### src/rtl/serial_rtc_pkg.sv
package serial_rtc_pkg;

    localparam int BYTE_W   = 8;
    localparam int ADDR_W   = 7;
    localparam int STOP_BIT = 7;   // seconds register
    localparam int CEN_BIT  = 7;   // hours register: century enable
    localparam int CENT_BIT = 6;   // hours register: century
    localparam int HOLD_BIT = 6;   // control register

    typedef logic [BYTE_W-1:0] byte_t;

    typedef enum logic [ADDR_W-1:0] {
        RA_SEC  = 7'h01,
        RA_MIN  = 7'h02,
        RA_HOUR = 7'h03,
        RA_WDAY = 7'h04,
        RA_DATE = 7'h05,
        RA_MON  = 7'h06,
        RA_YEAR = 7'h07,
        RA_CTRL = 7'h0C
    } reg_addr_e;

    typedef struct packed {
        byte_t sec;
        byte_t min;
        byte_t hour;
        byte_t wday;
        byte_t date;
        byte_t mon;
        byte_t year;
    } cal_t;

    localparam cal_t CAL_RESET = '{sec: 8'h00, min: 8'h00, hour: 8'h00,
                                   wday: 8'h01, date: 8'h01, mon: 8'h01,
                                   year: 8'h00};

    // Two-digit BCD increment (no wrap handling; callers compare first).
    function automatic byte_t bcd_inc(input byte_t v);
        if (v[3:0] >= 4'h9)
            return {v[7:4] + 4'h1, 4'h0};
        return v + 8'h01;
    endfunction

    // BCD year divisible by four: even tens need units 0/4/8, odd tens 2/6.
    function automatic logic bcd_leap(input byte_t y);
        if (y[4])
            return (y[3:0] == 4'h2) || (y[3:0] == 4'h6);
        return (y[3:0] == 4'h0) || (y[3:0] == 4'h4) || (y[3:0] == 4'h8);
    endfunction

    function automatic byte_t bcd_month_len(input byte_t m, input byte_t y);
        case (m)
            8'h02:                      return bcd_leap(y) ? 8'h29 : 8'h28;
            8'h04, 8'h06, 8'h09, 8'h11: return 8'h30;
            default:                    return 8'h31;
        endcase
    endfunction

endpackage

### src/rtl/serial_rtc_link.sv
module serial_rtc_link
    import serial_rtc_pkg::*;
(
    input  logic  clk,
    input  logic  rst,
    input  logic  sclk,
    input  logic  cs_n,
    input  logic  mosi,
    input  logic  tx_load,
    input  byte_t tx_data,
    output logic  cs_active,
    output logic  rx_valid,
    output logic  rx_first,
    output byte_t rx_byte,
    output logic  miso
);

    localparam int BIT_W = $clog2(BYTE_W);
    localparam logic [BIT_W-1:0] LAST_BIT = BIT_W'(BYTE_W - 1);

    logic [1:0]       sclk_s, cs_s, mosi_s;
    logic             sclk_d;
    logic [BIT_W-1:0] bit_q;
    byte_t            shift_q, tx_q;
    logic             first_q, load_pend_q;
    logic             sclk_rise, sclk_fall;

    assign cs_active = ~cs_s[1];
    assign sclk_rise = sclk_s[1] & ~sclk_d;
    assign sclk_fall = ~sclk_s[1] & sclk_d;
    assign miso      = cs_active & tx_q[BYTE_W-1];

    always_ff @(posedge clk) begin
        if (rst) begin
            sclk_s      <= 2'b11;
            cs_s        <= 2'b11;
            mosi_s      <= 2'b00;
            sclk_d      <= 1'b1;
            bit_q       <= '0;
            shift_q     <= '0;
            tx_q        <= '0;
            first_q     <= 1'b1;
            load_pend_q <= 1'b0;
            rx_valid    <= 1'b0;
            rx_first    <= 1'b0;
            rx_byte     <= '0;
        end else begin
            sclk_s   <= {sclk_s[0], sclk};
            cs_s     <= {cs_s[0], cs_n};
            mosi_s   <= {mosi_s[0], mosi};
            sclk_d   <= sclk_s[1];
            rx_valid <= 1'b0;
            if (!cs_active) begin
                bit_q       <= '0;
                first_q     <= 1'b1;
                tx_q        <= '0;
                load_pend_q <= 1'b0;
            end else begin
                if (sclk_rise) begin
                    shift_q <= {shift_q[BYTE_W-2:0], mosi_s[1]};
                    bit_q   <= bit_q + BIT_W'(1);
                    if (bit_q == LAST_BIT) begin
                        rx_valid <= 1'b1;
                        rx_byte  <= {shift_q[BYTE_W-2:0], mosi_s[1]};
                        rx_first <= first_q;
                        first_q  <= 1'b0;
                    end
                end
                if (tx_load)
                    load_pend_q <= 1'b1;
                if (sclk_fall) begin
                    if (load_pend_q) begin
                        tx_q        <= tx_data;
                        load_pend_q <= 1'b0;
                    end else begin
                        tx_q <= {tx_q[BYTE_W-2:0], 1'b0};
                    end
                end
            end
        end
    end

endmodule

### src/rtl/serial_rtc_advance.sv
module serial_rtc_advance
    import serial_rtc_pkg::*;
(
    input  cal_t cur,
    output cal_t nxt
);

    logic  wrap_s, wrap_m, wrap_h, wrap_d, wrap_mo, wrap_y;
    byte_t sec_v, hour_v, mlen;

    always_comb begin
        sec_v  = {1'b0, cur.sec[BYTE_W-2:0]};
        hour_v = {2'b00, cur.hour[5:0]};
        mlen   = bcd_month_len(cur.mon, cur.year);

        wrap_s  = (sec_v == 8'h59);
        wrap_m  = wrap_s && (cur.min == 8'h59);
        wrap_h  = wrap_m && (hour_v == 8'h23);
        wrap_d  = wrap_h && (cur.date == mlen);
        wrap_mo = wrap_d && (cur.mon == 8'h12);
        wrap_y  = wrap_mo && (cur.year == 8'h99);

        nxt = cur;
        nxt.sec = wrap_s ? 8'h00 : bcd_inc(sec_v);
        if (wrap_s)
            nxt.min = wrap_m ? 8'h00 : bcd_inc(cur.min);
        if (wrap_m)
            nxt.hour[5:0] = wrap_h ? 6'h00 : bcd_inc(hour_v)[5:0];
        nxt.hour[CENT_BIT] = cur.hour[CENT_BIT] ^ (wrap_y & cur.hour[CEN_BIT]);
        if (wrap_h) begin
            nxt.wday = (cur.wday == 8'h07) ? 8'h01 : bcd_inc(cur.wday);
            nxt.date = wrap_d ? 8'h01 : bcd_inc(cur.date);
        end
        if (wrap_d)
            nxt.mon = wrap_mo ? 8'h01 : bcd_inc(cur.mon);
        if (wrap_mo)
            nxt.year = wrap_y ? 8'h00 : bcd_inc(cur.year);
    end

endmodule

### src/rtl/serial_rtc_slave.sv
module serial_rtc_slave
    import serial_rtc_pkg::*;
(
    input  logic clk,
    input  logic rst,
    input  logic sec_tick,
    input  logic spi_sclk,
    input  logic spi_cs_n,
    input  logic spi_mosi,
    output logic spi_miso
);

    logic              cs_act, rx_valid, rx_first;
    byte_t             rx_byte, rd_data;
    cal_t              tm_q, tm_adv;
    logic              halt_q, tick_pend_q, cmd_wr_q;
    logic [ADDR_W-1:0] ptr_q;
    logic              tx_load, wr_en, adv_req, adv_en;

    serial_rtc_link u_link (
        .clk       (clk),
        .rst       (rst),
        .sclk      (spi_sclk),
        .cs_n      (spi_cs_n),
        .mosi      (spi_mosi),
        .tx_load   (tx_load),
        .tx_data   (rd_data),
        .cs_active (cs_act),
        .rx_valid  (rx_valid),
        .rx_first  (rx_first),
        .rx_byte   (rx_byte),
        .miso      (spi_miso)
    );

    serial_rtc_advance u_adv (
        .cur (tm_q),
        .nxt (tm_adv)
    );

    assign tx_load = rx_valid & rx_first & ~rx_byte[BYTE_W-1];
    assign wr_en   = rx_valid & ~rx_first & cmd_wr_q;
    assign adv_req = ~cs_act & (sec_tick | tick_pend_q);
    assign adv_en  = adv_req & ~tm_q.sec[STOP_BIT] & ~halt_q;

    always_comb begin
        case (ptr_q)
            RA_SEC:  rd_data = tm_q.sec;
            RA_MIN:  rd_data = tm_q.min;
            RA_HOUR: rd_data = tm_q.hour;
            RA_WDAY: rd_data = tm_q.wday;
            RA_DATE: rd_data = tm_q.date;
            RA_MON:  rd_data = tm_q.mon;
            RA_YEAR: rd_data = tm_q.year;
            RA_CTRL: rd_data = byte_t'(halt_q) << HOLD_BIT;
            default: rd_data = '0;
        endcase
    end

    always_ff @(posedge clk) begin
        if (rst) begin
            tm_q        <= CAL_RESET;
            halt_q      <= 1'b1;
            tick_pend_q <= 1'b0;
            cmd_wr_q    <= 1'b0;
            ptr_q       <= '0;
        end else begin
            if (rx_valid) begin
                if (rx_first) begin
                    cmd_wr_q <= rx_byte[BYTE_W-1];
                    ptr_q    <= rx_byte[ADDR_W-1:0];
                end else begin
                    ptr_q <= ptr_q + ADDR_W'(1);
                end
            end

            if (cs_act) begin
                if (sec_tick)
                    tick_pend_q <= 1'b1;
            end else begin
                tick_pend_q <= 1'b0;
            end

            if (wr_en) begin
                case (ptr_q)
                    RA_SEC:  tm_q.sec  <= rx_byte;
                    RA_MIN:  tm_q.min  <= rx_byte;
                    RA_HOUR: tm_q.hour <= rx_byte;
                    RA_WDAY: tm_q.wday <= rx_byte;
                    RA_DATE: tm_q.date <= rx_byte;
                    RA_MON:  tm_q.mon  <= rx_byte;
                    RA_YEAR: tm_q.year <= rx_byte;
                    RA_CTRL: halt_q    <= rx_byte[HOLD_BIT];
                    default: ;
                endcase
            end else if (adv_en) begin
                tm_q <= tm_adv;
            end
        end
    end

endmodule

### config.mk
export PLATFORM = sky130hd
export DESIGN_NAME = serial_rtc_slave
export DESIGN_NICKNAME = d
export VERILOG_FILES = /design/src/rtl/serial_rtc_pkg.sv /design/src/rtl/serial_rtc_link.sv /design/src/rtl/serial_rtc_advance.sv /design/src/rtl/serial_rtc_slave.sv
export SDC_FILE = /design/constraint.sdc
export NUM_CORES = 1
export LEC_CHECK = 0
export ABC_AREA = 1
export CAP_MARGIN = 20
export CORE_UTILIZATION = 50
export DETAILED_ROUTE_END_ITERATION = 10
export HOLD_SLACK_MARGIN = 0.08
export PLACE_DENSITY_LB_ADDON = 0.1
export SLEW_MARGIN = 25
export SYNTH_ARGS = -nofsm -noshare
export SYNTH_HDL_FRONTEND = slang
export SYNTH_SLANG_ARGS = --single-unit
### constraint.sdc
create_clock -name clk -period 5.1 [get_ports clk]
set_input_delay 0.51 -clock clk [delete_from_list [all_inputs] [get_ports clk]]
set_output_delay 0.51 -clock clk [all_outputs]
set_load 0.05 [all_outputs]
==> results of run 1 <==
[sequential cells by signal, indices dropped and copies added, names as in the netlist, 2 cells and up]
register        count
tm_q               56
u_link.rx_byte      8
u_link.tx_q         8
ptr_q               7
u_link.shift_q      7
u_link.bit_q        3
u_link.cs_s         2
u_link.mosi_s       2
u_link.sclk_s       2
[logic make-up (layout without fill, tap and decap cells)]
group	Yosys count	after routing	share of synthesized area
AO/OA/AOI/OAI	231	231	0.2223
XOR/XNOR	21	21	0.03007
adder cells (fa/ha/maj)	43	43	0.08795
buffers and inverters	147	151	0.09389
flip-flops	103	103	0.3371
AND/OR/NAND/NOR	317	317	0.2287
[cell usage in the layout, fill, tap and decap left out, types with 3 or more instances in the layout]
master	Yosys	layout
nor3_1	17	17
o22ai_1	20	20
nor2_1	98	98
nand2_1	123	123
or2_2	5	5
nor2_4	3	3
o21ai_1	10	10
clkbuf_16	0	9
nor2_2	4	4
o31ai_1	3	3
clkdlybuf4s50_1	0	6
inv_1	120	120
a21oi_1	49	49
inv_2	5	5
xor2_1	18	18
o211ai_1	11	11
nand4_1	12	12
a31oi_1	38	38
xnor2_1	3	3
o21ai_0	77	77
a221oi_1	10	10
nand3_1	45	45
ha_1	43	43
dfxtp_1	103	103
[worst paths after layout]
| kind | from | to | cells past startpoint |
|---|---|---|---|
| setup / recovery | u_link.rx_valid | tm_q[42] | 9 |
| hold / removal | u_link.mosi_s[0] | u_link.mosi_s[1] | 2 |
| setup reg to reg | u_link.rx_valid | tm_q[42] | 9 |
| hold reg to reg | u_link.mosi_s[0] | u_link.mosi_s[1] | 2 |
[through the flow]
step | cell area [um^2] | util
2_1_floorplan | 6117 | -
3_3_place_gp | 6279 | 0.5249
3_5_place_dp | 6279 | 0.5249
4_1_cts | 6578 | 0.5499
5_1_grt | 6578 | 0.5499
6_report | 6578 | 0.5499
[report_power, final]
part	internal (uW)	switching (uW)
clock network	367	336
logic	8.58	17.8
registers	807	1.56
[final cells by class]
class | count | area (um^2)
tap | 147 | 183.9
clock buffer | 11 | 252.7
inverter | 127 | 476.7
fill | 1171 | 5384
sequential | 103 | 2062
timing repair buffer | 8 | 75.07
multi-input combinational | 612 | 3481
clock inverter | 5 | 46.29
[cell usage after synthesis, drive strengths merged (11+ instances only)]
master,instances
xor2,18
o21ai,89
inv,125
a31oi,38
nor2,105
ha,43
o22ai,21
nand3,47
nand4,13
dfxtp,103
nand2,125
o211ai,11
nor3,18
a21oi,49
[tightest hold or removal path, stage by stage (launching register included)]
cell	delay [ps]
dfxtp_1	300
inv_1	50
nor2_1	30
[routing by layer]
| layer | global-route usage | part of all wire | up-vias |
|---|---|---|---|
| li1 | - | - | 2917 |
| met1 | 0.3767 | 0.44 | 2803 |
| met2 | 0.4757 | 0.47 | 224 |
| met3 | 0.05184 | 0.071 | 38 |
| met4 | 0.1031 | 0.027 | 0 |
| met5 | 0 | 0 | - |
==> flow_summary.toml, run 1 <==
[logic_synthesis]
synth_edf_count = 0
netlist.top_cell.by_area = "dfxtp_1"
syn_area_um2 = 6117
number_of_storage_elements_in_the_synthesis_netlist = 103
yosys_warnings = 0
postSynth.asyncResetShare = 0
netlist.area_leader.share = 0.3371
synthesized_area_divided_by_synthesized_cell_count_um2 = 7.096
synthDistinctLibCells = 45
number_of_nets_in_the_synthesized_netlist = 911
synth-seq-area-share = 0.3371
dominantRegCellSynth = "dfxtp_1"
netlist_top_cells_area = "dfxtp_1 (34%), ha_1 (8.8%), nand2_1 (7.5%)"
synthesis.instances = 862

[floorplan]
initial_util = 0.5114
dieArea_um2 = 12680
floorplan.die.height_um = 112.6
placeableCoreArea_um2 = 11960
die_w_um = 112.6
boundaryPins = 7
std_cell_rows = 40

[place]
dpl_worst_slack_ps = 2501
port-buffer-count = 6
gp_congestion = 0.9729
dpl.hpwl_mm = 12.83
post_placement_cell_count = 997

[clocking]
postCtsSetupBuffers = 0
cts_num_sinks = 103
cts_made_buffers = 9
cts-root-buf = "clkbuf_16"
cts.htree.levels = 3
clk_pin_slew_worst_paths_ps = 80
tritoncts = "done"
worstSkewPairLatency_ps = 360
postCtsHoldBufs = 0
post_cts.resized_instances = 0
ctsLongestPathBuffers = 2

[layout]
antenna-diode-count = 0
layoutNonFillerInstCount = 1013
finish.net_count = 910
drive_above_1_share = 0.05081
area_growth_syn_to_layout_pct = 7.527

[route]
drt_pre_antenna_iters = 5
final_antenna_net_count = 0
detailedRoute.firstIterationViolations = 582
route.detailed.vias_per_inst = 5.905
vias = 5982
route.detailed.drc = 0
wl_per_cell_um = 17.36
routed_wirelength_mm = 17.58

[critical_path]
critical_path.endpoint_type = "flip-flop"
arrival_ps = 2890
path_delay_family = "simple AND/OR/NAND/NOR gates"
cpMaxStageDelayCell = "o21ai_1"
r2r_slack_ps = 2460
critical_path_class = "flip-flop to flip-flop"
largest_stage_delay_on_the_critical_path_ps = 440
type_of_origin_of_the_critical_path = "flip-flop"
timing.critical_path.cells = "inv_2 -> nor2_4 -> nand2_4 -> inv_2 -> nor2_2 -> nand2_1 -> o21ai_1 -> inv_1 -> a221oi_1"
timing.critical_path.mode_cell = "inv_2"
crit_required_ps = 5350
critPathBufInv = 3
highest_net_fanout_along_the_worst_path = 25

[global_routing]
antenna_found_initial = 0
grtUsageTotal = 0.2881
via_count_of_the_first_global_routing_pass = 5624
grt_overflow = 0
grt_start_max_net_pins = 65
global_route_wire_length_before_repair_mm = 28.49

[run]
cap_violations = 0

[min_path]
holdCritPathClass = "flip-flop to flip-flop"

[pwr]
totalPowerFinal_uw = 1538
power_per_cell_area_nw_per_um2 = 233.9
p_leak_uw = 0.002678
peak_vdd_ir_uv = 324.9

[sta]
timing.max_slew.rel_slack = 0.4647
setup-violations-final = 0
report.final.slew_viol_count = 0
clock-skew-final_ps = 9.698
period_minus_slack_ps = 2637
worst_slew_pin_slew_ps = 797.6
setup_total_negative_slack_ps = 0
clock.fmax_mhz = 379.3
hold_viol_final = 0
rsz_0062_raised_after_global_routing = "false"
finalCritPeriodShare = 0.5170
fin_worst_hold_slack_ps = 406.2
setup_slack_ps = 2463

[status]
outcome = "finished clean"
Power figures use the tool's default switching activity.
==> run 2: changes to the inputs <==
==> constraint.sdc (replaced) <==
create_clock -name clk -period 2.3 [get_ports clk]
set_input_delay 0.23 -clock clk [delete_from_list [all_inputs] [get_ports clk]]
set_output_delay 0.23 -clock clk [all_outputs]
set_load 0.05 [all_outputs]
==> run 2 against run 1 <==
  * Register-to-register slack worse by 2300 ps
  * Total power is 120% higher
  * Global-route usage is 0.92 points higher
  * Critical path depth is 5 higher
  * Maximum frequency is 21% higher
  * Combinational power is 130% higher
  * Critical path type unchanged
  * Cell area is 4.2% higher
  * Clock-buffer cell count is 1 lower
  * Flip-flop and latch count stayed put
==> flow_summary.toml, run 2 (synthesized netlist as in run 1, its figures left out) <==
[layout]
largest_register_ffs = 56
drive_above_1_share = 0.09688
antenna-diode-count = 0
reg_top3 = "tm_q: 56 flops, u_link.rx_byte: 8 flops, u_link.tx_q: 8 flops"
fill_cell_instance_count_of_the_final_layout = 1138
top_register = "tm_q"
finish.net_count = 942
most_used_cells_in_the_layout_excluding_fill_and_tap_cells = "nand2_1 (122), inv_1 (117), dfxtp_1 (100)"
area_growth_syn_to_layout_pct = 12.05
final_common_cell = "nand2_1"

[global_routing]
antenna_found_initial = 0
grt_start_max_net_pins = 34
grt_overflow = 0
via_count_of_the_first_global_routing_pass = 5773
grtUsageTotal = 0.2973
global_route_wire_length_before_repair_mm = 29.27

[min_path]
holdCritPathClass = "input port to flip-flop"
worst_hold_startpoint = "spi_mosi"

[clocking]
ctsLongestPathBuffers = 2
cts-root-buf = "clkbuf_16"
cts_made_buffers = 9
tritoncts = "done"
cts_num_sinks = 103
postCtsHoldBufs = 0
cts.htree.levels = 3
clk_pin_slew_worst_paths_ps = 80
worstSkewPairLatency_ps = 360

[sta]
clock.fmax_mhz = 460.5
fin_worst_hold_slack_ps = 389.9
report.final.slew_viol_count = 0
hold_viol_final = 0
worst_slew_pin_slew_ps = 637.1
finalCritPeriodShare = 0.9441
setup_slack_ps = 128.7
clock-skew-final_ps = 7.409
timing.max_slew.rel_slack = 0.5733
setup-violations-final = 0
rsz_0062_raised_after_global_routing = "true"
period_minus_slack_ps = 2171

[floorplan]
std_cell_rows = 40
dieArea_um2 = 12680
placeableCoreArea_um2 = 11960
die_w_um = 112.6
boundaryPins = 7
initial_util = 0.5114
floorplan.die.height_um = 112.6

[status]
outcome = "finished clean"

[critical_path]
critical_path_class = "flip-flop to flip-flop"
r2r-start = "tm_q[49]"
timing.critical_path.from = "tm_q[49]"
crit_required_ps = 2560
critical_path.endpoint_type = "flip-flop"
highest_net_fanout_along_the_worst_path = 4
arrival_ps = 2430
type_of_origin_of_the_critical_path = "flip-flop"

[route]
wl_per_cell_um = 17.15
vias = 6152
detailedRoute.firstIterationViolations = 490
final_antenna_net_count = 0
drt_pre_antenna_iters = 8
route.detailed.vias_per_inst = 5.887
route.detailed.drc = 0
routed_wirelength_mm = 17.92

[place]
gp_congestion = 0.9508
dpl_worst_slack_ps = 28.52
dpl.hpwl_mm = 13.34
port-buffer-count = 6

[run]
cap_violations = 0

[pwr]
power_per_cell_area_nw_per_um2 = 504.2
totalPowerFinal_uw = 3456
p_leak_uw = 0.002832
peak_vdd_ir_uv = 439.0
[run 2: changes by cell type in the layout (fill, tap and decap cells not counted), moves of 3 or more]
| cell | previous run | this run |
|---|---|---|
| dfxtp_1 | 103 | 100 |
| buf_4 | 2 | 34 |
| dfxtp_2 | 0 | 3 |
| inv_1 | 120 | 117 |
| inv_2 | 5 | 8 |
[run 2: through the flow]
step | area [um^2] | instances | utilization | TNS, ps
2_1_floorplan | 6117 | 862 | - | 0
3_3_place_gp | 6496 | 1026 | 0.5431 | 0
3_5_place_dp | 6496 | 1026 | 0.5431 | 0
4_1_cts | 6827 | 1045 | 0.5707 | 0
5_1_grt | 6854 | 1045 | 0.5730 | -39.25
6_report | 6854 | 1045 | 0.5730 | 0
[run 2: worst max-delay path, cell delays in order, from the launching register on]
cell,delay [ps]
dfxtp_1,330
inv_2,110
ha_2,210
nand3_2,100
nor2_4,140
nand2_2,90
nor2_2,130
nand4_2,120
nor2_4,150
nand3_2,130
o22ai_4,170
buf_4,170
nand2_1,50
nor2_1,100
nor2_1,50
[run 2: worst paths after layout]
kind	cells after the start	endpoint	slack, ps
hold reg to reg	2	u_link.mosi_s[1]	410
setup reg to reg	14	tm_q[7]	130
setup / recovery	14	tm_q[7]	130
hold / removal	3	u_link.mosi_s[0]	390
[run 2: routing by layer]
metal	up-vias	global-route usage	routed length, um
met5	-	0	0
met2	253	0.4802	8157
met1	2862	0.3788	7718
met4	0	0.1342	717
li1	2984	-	-
met3	53	0.06641	1327
[run 2: layout make-up]
type	count	area, um^2	area share
clock buffers	10	229.0	0.03341
clock inverters	6	78.83	0.01150
inverters	127	476.7	0.06955
multi-input cells	612	3505	0.5113
flip-flops and latches	103	2066	0.3014
well taps	147	183.9	0.02683
repair buffers	40	315.3	0.04600
[run 2: timing repair]
item | in CTS | in global routing
buffers inserted | 3 | 0
gates resized for setup | 0 | 13
setup endpoints to repair | 2 | 23
pin swaps | 1 | 2
[run 2: power breakdown]
part | internal (uW) | total (uW) | switching [uW]
Sequential | 1790 | 1790 | 3.55
Combinational | 21.4 | 61.6 | 40.2
Clock | 862 | 1600 | 740
==> run 3: changes to the inputs <==
--- a/config.mk
+++ b/config.mk
@@ -9,6 +9,7 @@
 export CAP_MARGIN = 20
 export CORE_UTILIZATION = 50
 export DETAILED_ROUTE_END_ITERATION = 10
+export GPL_ROUTABILITY_DRIVEN = 0
 export HOLD_SLACK_MARGIN = 0.08
 export PLACE_DENSITY_LB_ADDON = 0.1
 export SLEW_MARGIN = 25
==> run 3 against run 2 <==
  * Worst setup slack better by 17 ps
  * Cell area rose by 0.64%
  * Clock-buffer cell count stayed put
  * Largest cell class unchanged
  * Clock skew is 6.9 ps higher
  * Via count down 0.49%
  * Worst hold slack about the same
  * First-iteration DRC count grew 11%
==> flow_summary.toml, run 3 (synthesized netlist as in run 1, its figures left out) <==
[status]
outcome = "finished clean"

[min_path]
holdCritPathClass = "input port to flip-flop"
min_delay_path_depth = 3
hold_end = "u_link.mosi_s[0]"
worst_hold_startpoint = "spi_mosi"

[critical_path]
critPathBufInv = 2
timing.critical_path.from = "tm_q[49]"
cp_depth = 14
rr_worst_depth = 14
reg2reg_to = "tm_q[1]"
r2r_slack_ps = 150
critical_path_class = "flip-flop to flip-flop"
timing.critical_path.cells = "inv_1 -> ha_4 -> nand3_2 -> nor2_4 -> nand2_2 -> nor2_2 -> nand4_2 -> nor2_4 -> nand3_4 -> o22ai_4 -> buf_12 -> nand2_1 -> nor2_1 -> nor2_1"
arrival_ps = 2410
highest_net_fanout_along_the_worst_path = 14
cpMaxStageDelayCell = "dfxtp_1"
critical_path.endpoint_type = "flip-flop"
largest_stage_delay_on_the_critical_path_ps = 330
crit_required_ps = 2560
type_of_origin_of_the_critical_path = "flip-flop"
r2r-start = "tm_q[49]"
path_delay_family = "simple AND/OR/NAND/NOR gates"

[layout]
area_growth_syn_to_layout_pct = 12.76
final_common_cell = "nand2_1"
most_used_cells_in_the_layout_excluding_fill_and_tap_cells = "nand2_1 (121), inv_1 (119), dfxtp_1 (100)"
layoutNonFillerInstCount = 1046
reg_top3 = "tm_q: 56 flops, u_link.rx_byte: 8 flops, u_link.tx_q: 8 flops"
finish.net_count = 943
fill_cell_instance_count_of_the_final_layout = 1122
drive_above_1_share = 0.09900
antenna-diode-count = 0
top_register = "tm_q"
largest_register_ffs = 56

[global_routing]
via_count_of_the_first_global_routing_pass = 5615
grtUsageTotal = 0.2953
antenna_found_initial = 0
grt_overflow = 0
grt_start_max_net_pins = 65
global_route_wire_length_before_repair_mm = 28.93

[route]
drt_pre_antenna_iters = 5
route.detailed.drc = 0
vias = 6122
routed_wirelength_mm = 18.04
route.detailed.vias_per_inst = 5.853
wl_per_cell_um = 17.25
detailedRoute.firstIterationViolations = 545
final_antenna_net_count = 0

[pwr]
peak_vdd_ir_uv = 561.8
p_leak_uw = 0.002857
power_per_cell_area_nw_per_um2 = 493.3

[sta]
timing.max_slew.rel_slack = 0.5917
clock-skew-final_ps = 14.33
setup-violations-final = 0
period_minus_slack_ps = 2154
worst_slew_pin_slew_ps = 609.6
setup_slack_ps = 146.1
clock.fmax_mhz = 464.3
finalCritPeriodShare = 0.9365
report.final.slew_viol_count = 0
hold_viol_final = 0

[floorplan]
boundaryPins = 7
die_w_um = 112.6
placeableCoreArea_um2 = 11960
std_cell_rows = 40
dieArea_um2 = 12680
initial_util = 0.5114
floorplan.die.height_um = 112.6

[place]
port-buffer-count = 6
dpl.hpwl_mm = 13.18
dpl_worst_slack_ps = 71.01
post_placement_cell_count = 1029

[clocking]
cts_made_buffers = 9
clk_pin_slew_worst_paths_ps = 80
postCtsHoldBufs = 0
tritoncts = "done"
worstSkewPairLatency_ps = 370
cts_num_sinks = 103
cts-root-buf = "clkbuf_16"
ctsLongestPathBuffers = 2
cts.htree.levels = 3

[run]
cap_violations = 0
[run 3: changes by cell type in the layout (fill, tap and decap cells not counted), sizes merged]
cell,previous run,this run
bufinv,1,0
inv,127,129
buf,34,35
clkinv,3,4
clkinvlp,2,0
[run 3: worst max-delay path by stage]
stage	to	slack [ps]
6_report	tm_q[1]	150
5_1_grt	tm_q[6]	-20
3_5_place_dp	tm_q[1]	70
4_1_cts	tm_q[1]	50
2_1_floorplan	tm_q[6]	330
3_3_place_gp	tm_q[38]	140
[run 3: tightest hold or removal path: cells and delay by family]
kind | cells | cell delay, ps
and+or+nand+nor | 1 | 30
buffers and inverters | 2 | 450
[run 3: cell type report]
class                   count  area (um^2)  share of cell area
repair buffers             41        347.8             0.05043
well taps                 147        183.9             0.02666
clock inverters             6        62.56            0.009069
inverters                 127        476.7             0.06911
flip-flops and latches    103         2068              0.2998
clock buffers              10        229.0             0.03319
multi-input cells         612         3530              0.5117
[run 3: power breakdown]
group	switching [uW]	internal, uW	leakage, uW
registers	3.14	1790	0.000832
logic	40.4	21.6	0.00188
clock network	784	767	0.000143
[run 3: layer usage]
metal  vias to the layer above  GRT usage  routed length, um
li1                       2997          -                  -
met1                      2846     0.3749               7802
met2                       234     0.4786               8277
met3                        45    0.07235               1324
met4                         0     0.1227                637
met5                         -          0                  0
[run 3: stage by stage]
stage	hold WS [ps]	utilization	power (uW)	TNS, ps	instance area, um^2
final	390.1	0.5767	3403	0	6898
after global placement	396.6	0.5460	1895	0	6531
after detailed placement	399.8	0.5460	1896	0	6531
after CTS	382.5	0.5704	3437	0	6823
after floorplan	333.8	-	1868	0	6117
after global routing	411.2	0.5767	3497	-34.16	6898
[run 3: timing repair]
action,in CTS,in global routing
gates resized for setup,0,17
endpoints found under the setup margin,0,30
setup buffers,0,1
